**src/rtl/fall_ramp_pkg.sv**
```systemverilog
package fall_ramp_pkg;
  localparam int unsigned RAMP_W = 7;
  typedef enum logic [1:0] {
    ST_IDLE = 2'd0,
    ST_RUN  = 2'd1,
    ST_DONE = 2'd2
  } ramp_st_e;
endpackage

```
**src/rtl/fall_ramp_trig.sv**
```systemverilog
module fall_ramp_trig #(
  parameter int unsigned N_SRC = 4
) (
  input  logic [N_SRC-1:0] trig_en_i,
  input  logic [N_SRC-1:0] frame_start_i,
  output logic             hit_o
);
  logic [N_SRC-1:0] masked;
  for (genvar g = 0; g < N_SRC; g++) begin : g_mask
    assign masked[g] = trig_en_i[g] & frame_start_i[g];
  end
  assign hit_o = |masked;
endmodule

```
**src/rtl/fall_ramp_step.sv**
```systemverilog
module fall_ramp_step #(
  parameter int unsigned CODE_W = 7
) (
  input  logic [CODE_W-1:0] code_i,
  input  logic [CODE_W-1:0] step_i,
  output logic [CODE_W-1:0] next_o,
  output logic              zero_o
);
  logic [CODE_W-1:0] step_eff;
  always_comb begin
    step_eff = (step_i == '0) ? CODE_W'(1) : step_i;
    next_o   = (code_i > step_eff) ? (code_i - step_eff) : '0;
    zero_o   = (next_o == '0);
  end
endmodule

```
**src/rtl/fall_ramp_core.sv**
```systemverilog
module fall_ramp_core
  import fall_ramp_pkg::*;
#(
  parameter int unsigned CODE_W = 7
) (
  input  logic              clk_i,
  input  logic              rst_ni,
  input  logic              hit_i,
  input  logic [CODE_W-1:0] start_val_i,
  input  logic [CODE_W-1:0] next_i,
  input  logic              next_zero_i,
  output logic [CODE_W-1:0] code_o,
  output logic              active_o,
  output logic              done_o
);
  ramp_st_e          st_q, st_d;
  logic [CODE_W-1:0] code_q, code_d;

  always_comb begin
    st_d   = st_q;
    code_d = code_q;
    if (hit_i) begin
      code_d = start_val_i;
      st_d   = (start_val_i == '0) ? ST_DONE : ST_RUN;
    end else begin
      unique case (st_q)
        ST_RUN: begin
          code_d = next_i;
          if (next_zero_i) st_d = ST_DONE;
        end
        ST_DONE: st_d = ST_IDLE;
        default: st_d = ST_IDLE;
      endcase
    end
  end

  always_ff @(posedge clk_i or negedge rst_ni) begin
    if (!rst_ni) begin
      st_q   <= ST_IDLE;
      code_q <= '0;
    end else begin
      st_q   <= st_d;
      code_q <= code_d;
    end
  end

  assign code_o   = code_q;
  assign active_o = (st_q == ST_RUN);
  assign done_o   = (st_q == ST_DONE);
endmodule

```
**src/rtl/fall_ramp.sv**
```systemverilog
module fall_ramp #(
  parameter int unsigned CODE_W = fall_ramp_pkg::RAMP_W,
  parameter int unsigned N_SRC  = 4
) (
  input  logic              clk_i,
  input  logic              rst_ni,
  input  logic [CODE_W-1:0] start_val_i,
  input  logic [CODE_W-1:0] step_i,
  input  logic [N_SRC-1:0]  trig_en_i,
  input  logic [N_SRC-1:0]  frame_start_i,
  output logic [CODE_W-1:0] code_o,
  output logic              active_o,
  output logic              done_o
);
  logic              hit;
  logic [CODE_W-1:0] next_code;
  logic              next_zero;

  fall_ramp_trig #(.N_SRC(N_SRC)) u_trig (
    .trig_en_i    (trig_en_i),
    .frame_start_i(frame_start_i),
    .hit_o        (hit)
  );

  fall_ramp_step #(.CODE_W(CODE_W)) u_step (
    .code_i(code_o),
    .step_i(step_i),
    .next_o(next_code),
    .zero_o(next_zero)
  );

  fall_ramp_core #(.CODE_W(CODE_W)) u_core (
    .clk_i      (clk_i),
    .rst_ni     (rst_ni),
    .hit_i      (hit),
    .start_val_i(start_val_i),
    .next_i     (next_code),
    .next_zero_i(next_zero),
    .code_o     (code_o),
    .active_o   (active_o),
    .done_o     (done_o)
  );
endmodule

```
**config.mk**
```make
export PLATFORM = sky130hd
export DESIGN_NAME = fall_ramp
export DESIGN_NICKNAME = d
export VERILOG_FILES = /design/src/rtl/fall_ramp_pkg.sv /design/src/rtl/fall_ramp_trig.sv /design/src/rtl/fall_ramp_step.sv /design/src/rtl/fall_ramp_core.sv /design/src/rtl/fall_ramp.sv
export SDC_FILE = /design/constraint.sdc
export NUM_CORES = 1
export LEC_CHECK = 0
export ABC_AREA = 0
export ABC_CLOCK_PERIOD_IN_PS = 2450
export BUFFER_PORTS_ARGS = -buffer_cell sky130_fd_sc_hd__buf_2
export CORE_MARGIN = 1.5
export CORE_UTILIZATION = 49
export DETAILED_ROUTE_END_ITERATION = 12
export GPL_ROUTABILITY_DRIVEN = 0
export GPL_TIMING_DRIVEN = 0
export HOLD_SLACK_MARGIN = 0.12
export MAX_ROUTING_LAYER = met4
export PLACE_DENSITY = 0.9
export SETUP_SLACK_MARGIN = 0.2
export SLEW_MARGIN = 20
export SYNTH_ARGS = -nofsm -noshare
export SYNTH_HDL_FRONTEND = slang
export SYNTH_HIERARCHICAL = 1
export SYNTH_SLANG_ARGS = --single-unit
export TNS_END_PERCENT = 20
```
**constraint.sdc**
```tcl
create_clock -name clk_i -period 2.45 [get_ports clk_i]
set_input_delay 0.245 -clock clk_i [delete_from_list [all_inputs] [get_ports clk_i]]
set_output_delay 0.245 -clock clk_i [all_outputs]
set_load 0.005 [all_outputs]
```
Yosys cells after proc, flatten, opt, wreduce, memory -nomap -nowiden --
Index checks and enable logic that the tools add are counted. Widths: inputs -> output; s select.
Operators by class: $add $sub $neg 1, order comparisons 1, equal/unequal tests 3, mux-type cells 8, bitwise gates (word level) 4, reduce and logical (&&, ||, !) cells 5
Operators with widths (count):
- $mux 7 | 4
- $logic_not 7->1 | 3
- $mux 2 | 4
- $gt 7x7->1 | 1
- $sub 7x7->7 | 1
- $and 1x1->1 | 4
- $reduce_or 4->1 | 1
- $ne 3x1->1 const B | 1
- $eq 2x1->1 const B | 1
- $eq 2x2->1 const B | 1
- $reduce_bool 2->1 | 1
Word-level totals: register bits 9, input bits 24, output and inout port bits 9, word-level logic and storage cells 24

Depth between registers and ports, before layout --
word-level depth 8, depth in mapped cells 12

By module --
The synthesis kept the hierarchy.
By module, submodules not included:
- fall_ramp_core | times used 1, cells each 47, area an instance 496.7 um^2, sequential area each 225.2 um^2
- fall_ramp_step | times used 1, cells each 54, area an instance 401.6 um^2, sequential area each 0.0 um^2
- fall_ramp_trig | times used 1, cells each 3, area an instance 18.8 um^2, sequential area each 0.0 um^2

Least setup slack after synthesis --
No wires, ideal clock.
kind input to register, from input step_i[6], to register u_core.st_q[0], arrival time 2.452 ns, data required time 2.363 ns, path slack -0.089 ns, stages 12, cells stage by stage nor4_1 -> a31o_1 -> ha_1 -> inv_1 -> fa_1 -> a211oi_2 -> o21bai_1 -> a21oi_1 -> xor2_1 -> a41o_1 -> or3b_1 -> a22oi_1
Between the ends: cells in the longest elaborated chain, start to end 6
RTL lines:
- from (decl) | line fall_ramp.sv:8 | input logic [CODE_W-1:0] step_i,
- $logic_not 7->1 | line fall_ramp_step.sv:11 | step_eff = (step_i == '0) ? CODE_W'(1) : step_i;
- $mux 7 (*) | line fall_ramp_step.sv:11
- $sub 7x7->7 or $gt 7x7->1 (tied branches) | line fall_ramp_step.sv:12 | next_o = (code_i > step_eff) ? (code_i - step_eff) : '0;
- $mux 7 (*) | line fall_ramp_step.sv:12
- $logic_not 7->1 (*) | line fall_ramp_step.sv:13 | zero_o = (next_o == '0);
- via next_zero | line fall_ramp.sv:17 | logic next_zero;
- $ne 3x1->1 (no source line) (*)
- to (signal assigned) | line fall_ramp_core.sv:42 | st_q <= st_d;
- to (decl) | line fall_ramp_core.sv:16 | ramp_st_e st_q, st_d;
Mark *: on every way through the listed nets, which the timed path passes. The rest lies on a longest branch. A chain may end at the register's enable or synchronous reset.

Worst setup path after layout --
Same ends and word-level chain as after synthesis.

==> summary.md <==
| Metric | Value |
|---|---|
| Outcome | `finished, violations left` |
| Violated checks | `negative setup slack` |
| Sw power | `306 uW` |
| Flops & latches, synth | `9` |
| Worst relative slew slack | `63.6%` |
| Filler Cells Inserted | `137` |
| GR Overflow Total | `0` |
| R2R Setup Slk | `-0.03 ns` |
| Initial antenna violation count | `0` |
| Synthesized net count | `137` |
| Worst Max-Slew Pin Slew | `0.541 ns` |
| Worst Path Max Fanout | `2` |
| Final setup violation count | `1` |
| Initial DRC Count | `12` |
| RR Endpoint | `u_core/st_q[0]$_DFFE_PN0P_` |
| Sw Ratio | `40.5%` |
| Sequential element share of the synthesized area | `24.6%` |
| Leakage | `0.624 nW` |
| F_max | `0.392 GHz` |
| Final nets | `179` |
| Vias in the first global route | `939` |
| Final cell count without fillers | `170` |
| Placed insts | `161` |
| H-tree levels | `1` |
| Worst vdd ir | `0.000420 V` |
| Top layer in use | `met4` |
| CTS sink cnt | `9` |
| DRT Wirelength | `2550 microns` |
| CP Launch Type | `primary input` |
| Average size of a mapped cell | `8.82 sq um` |
| WHS Path Cells | `3` |
| Hold worst-path end | `u_core/code_o[6]$_DFFE_PN0P_` |
| Final antenna-violating net count | `0` |
| Skew final | `0.00468 ns` |
| Unique masters post-synth | `37` |
| Logic pwr share | `57.7%` |
| Hold Crit Start | `start_val_i[6]` |
| Setup TNS | `-0.104 ns` |
| Core ar. | `1750 sq um` |
| Total CTS buffers | `3` |
| Period minus WS final | `2.55 ns` |
| Metal3 WL | `102 microns` |
| IO Count | `33` |
| Util after Layout | `72.4%` |
| Starting Density | `52.5%` |
| Diode count | `0` |
| Die area | `2140 sq um` |
| Critical path arrival | `2.73 ns` |
| Cell taking the most area after synthesis | `dfrtp_1` |
| Setup crit end kind | `register` |
| Register clock-pin slew on the reported worst setup and hold paths | `0.06 ns` |
| FP Rows | `15` |
| Clock Tree Root | `clkbuf_4` |
| Fin crit share | `104%` |
| Final instance area | `1260 sq um` |
| First-pass GRT wire length | `3750 microns` |
| Critical path data required time | `2.63 ns` |
| Share of layout cells above drive strength 1 | `40.0%` |
| Die W | `46.3 microns` |
| Seq pwr share | `27.6%` |
| Clock tree from TritonCTS | `yes` |
| Mapped Area | `917 sq um` |
| DRC violations left | `0` |
| Clk Latency, worst-skew pair | `0.26 ns` |
| Power Total | `756 uW` |
| Final Hold Vio Count | `0` |
| Hold Crit Class | `in2reg` |
| Int Pwr | `450 uW` |
| Max-slew violations | `0` |
| Cells after Synth | `104` |
| Post-DR vias/cell | `5.46` |
| Die boundary height | `46.3 microns` |
| Met1 WL | `1000 microns` |
| Unrepaired setup endpoints after global routing | `true` |
| Maximum buffer depth of the clock tree | `2` |
| Synth warn | `6` |
| Largest cells by area after synthesis | `dfrtp_1, ha_1, inv_1, o311ai_1, nand2_1` |
| Worst R2R Path Depth | `11` |
| PortBufs | `32` |
| Placed cell area | `1120 sq um` |
| Pwr per Cell Area | `598 nW/um^2` |
| Total GRT Usage | `25.0%` |
| Drt pass-1 iters | `4` |
| Synth top area share | `24.6%` |
| Metal2 WL | `1410 microns` |
| DPL Wire Length | `1900 microns` |
| Max-cap violations | `0` |
| FF-to-FF Start | `u_core/code_o[0]$_DFFE_PN0P_` |
| Critical path launch point | `step_i[6]` |
| P&R area growth vs syn | `37.8%` |
| Clock power frac | `14.7%` |
| Total number of vias | `929` |
| CP Class | `in2reg` |
| Largest net degree at the start of global routing | `11` |
| Final setup margin | `-0.104 ns` |
| WL/cell | `15.0 microns` |
worst max path at each step:
stage                                  to  slack (ns)  depth (start not counted)
4_1_cts        u_core/st_q[0]$_DFFE_PN0P_       -0.08                         13
2_1_floorplan  u_core/st_q[0]$_DFFE_PN0P_       -0.03                         12
5_1_grt        u_core/st_q[0]$_DFFE_PN0P_       -0.26                         13
6_report       u_core/st_q[0]$_DFFE_PN0P_       -0.10                         13
3_3_place_gp   u_core/st_q[0]$_DFFE_PN0P_       -0.29                         13
3_5_place_dp   u_core/st_q[0]$_DFFE_PN0P_       -0.39                         13
routing by layer:
layer,track usage (%),up-vias
li1,-,461
met1,28.8,430
met2,45.0,34
met3,1.57,4
met4,8.57,0
met5,-,-
cells in the mapped netlist:
cell type / instances
dfrtp_1: 9
o311ai_1: 6
a21o_1: 2
a21bo_1: 1
a31o_1: 1
or4bb_1: 3
nor4b_1: 1
a41o_1: 1
nand2b_1: 1
or4b_1: 1
xor2_1: 1
and2b_2: 1
buf_2: 1
o21bai_4: 1
nor2b_1: 1
or3b_1: 1
and2b_1: 1
nor4_1: 2
a32o_1: 1
buf_4: 2
nand3_1: 1
o32ai_2: 1
nand4bb_1: 3
fa_1: 1
nor2_1: 10
o21ai_0: 1
a21oi_1: 3
ha_1: 8
a22oi_1: 3
a211oi_2: 1
and4_1: 1
inv_1: 16
a21oi_2: 1
o21bai_1: 1
xnor2_1: 4
o311a_1: 1
nand2_1: 10
critical path, cell delays in order:
cell,delay [ns]
buf_2,0.11
nor4_2,0.25
a31o_1,0.21
buf_4,0.12
buf_4,0.09
ha_2,0.14
and2b_2,0.23
a21bo_1,0.21
xnor2_1,0.16
and4_1,0.24
a41o_1,0.24
or3b_1,0.37
a22oi_2,0.12
per-stage QoR:
step	hold WS (ns)	worst slack, ns
after floorplan	-0.0506	-0.0296
after global placement	0.100	-0.291
after detailed placement	0.104	-0.386
after CTS	0.226	-0.0807
after global routing	0.231	-0.261
final	0.237	-0.104
repair_timing:
| action | in CTS | in global routing |
|---|---|---|
| pin swaps | 9 | 6 |
| endpoints found under the hold margin | 9 | 0 |
| setup buffers | 2 | 2 |
| resized for setup | 5 | 7 |
| hold buffers | 1 | 0 |
| setup endpoints to repair | 4 | 7 |
logic make-up after synthesis:
kind of cell / share of synthesized area (%)
xor gates and xnor gates: 4.77
adders and majority gates: 13.1
AOI/OAI and AO/OA: 24.3
DFF: 24.6
buffers and inverters: 8.73
and+or+nand+nor: 24.6
sequential cells by signal, summed over array words and instances (netlist names):
register       cells
u_core/code_o      7
u_core/st_q        2
power groups by stage:
stage	sequential (mW)	combinational [mW]	clock (mW)
6_report	0.209	0.437	0.111
4_1_cts	0.204	0.384	0.116
5_1_grt	0.213	0.472	0.126
2_1_floorplan	0.200	0.254	0
3_3_place_gp	0.203	0.338	0
3_5_place_dp	0.206	0.355	0
cell usage in the layout, fill, tap and decap left out, drive strengths merged, types with 4 or more instances in the layout:
master / synthesis / layout
a21oi: 4 / 4
inv: 16 / 16
nand2: 10 / 10
dfrtp: 9 / 9
xnor2: 4 / 4
clkbuf: 0 / 4
nor2: 10 / 10
ha: 8 / 8
o311ai: 6 / 6
buf: 3 / 39
final cells by class:
type	instances	area, sq um	area share (%)
Sequential cell	9	225	17.8
Clock buffer	4	26.3	2.08
Timing Repair Buffer	37	200	15.8
Buffer	3	20.0	1.58
Multi-Input combinational cell	76	701	55.4
Inverter	16	60.1	4.75
Tap cell	25	31.3	2.48
(Power assumes the default switching activity.)
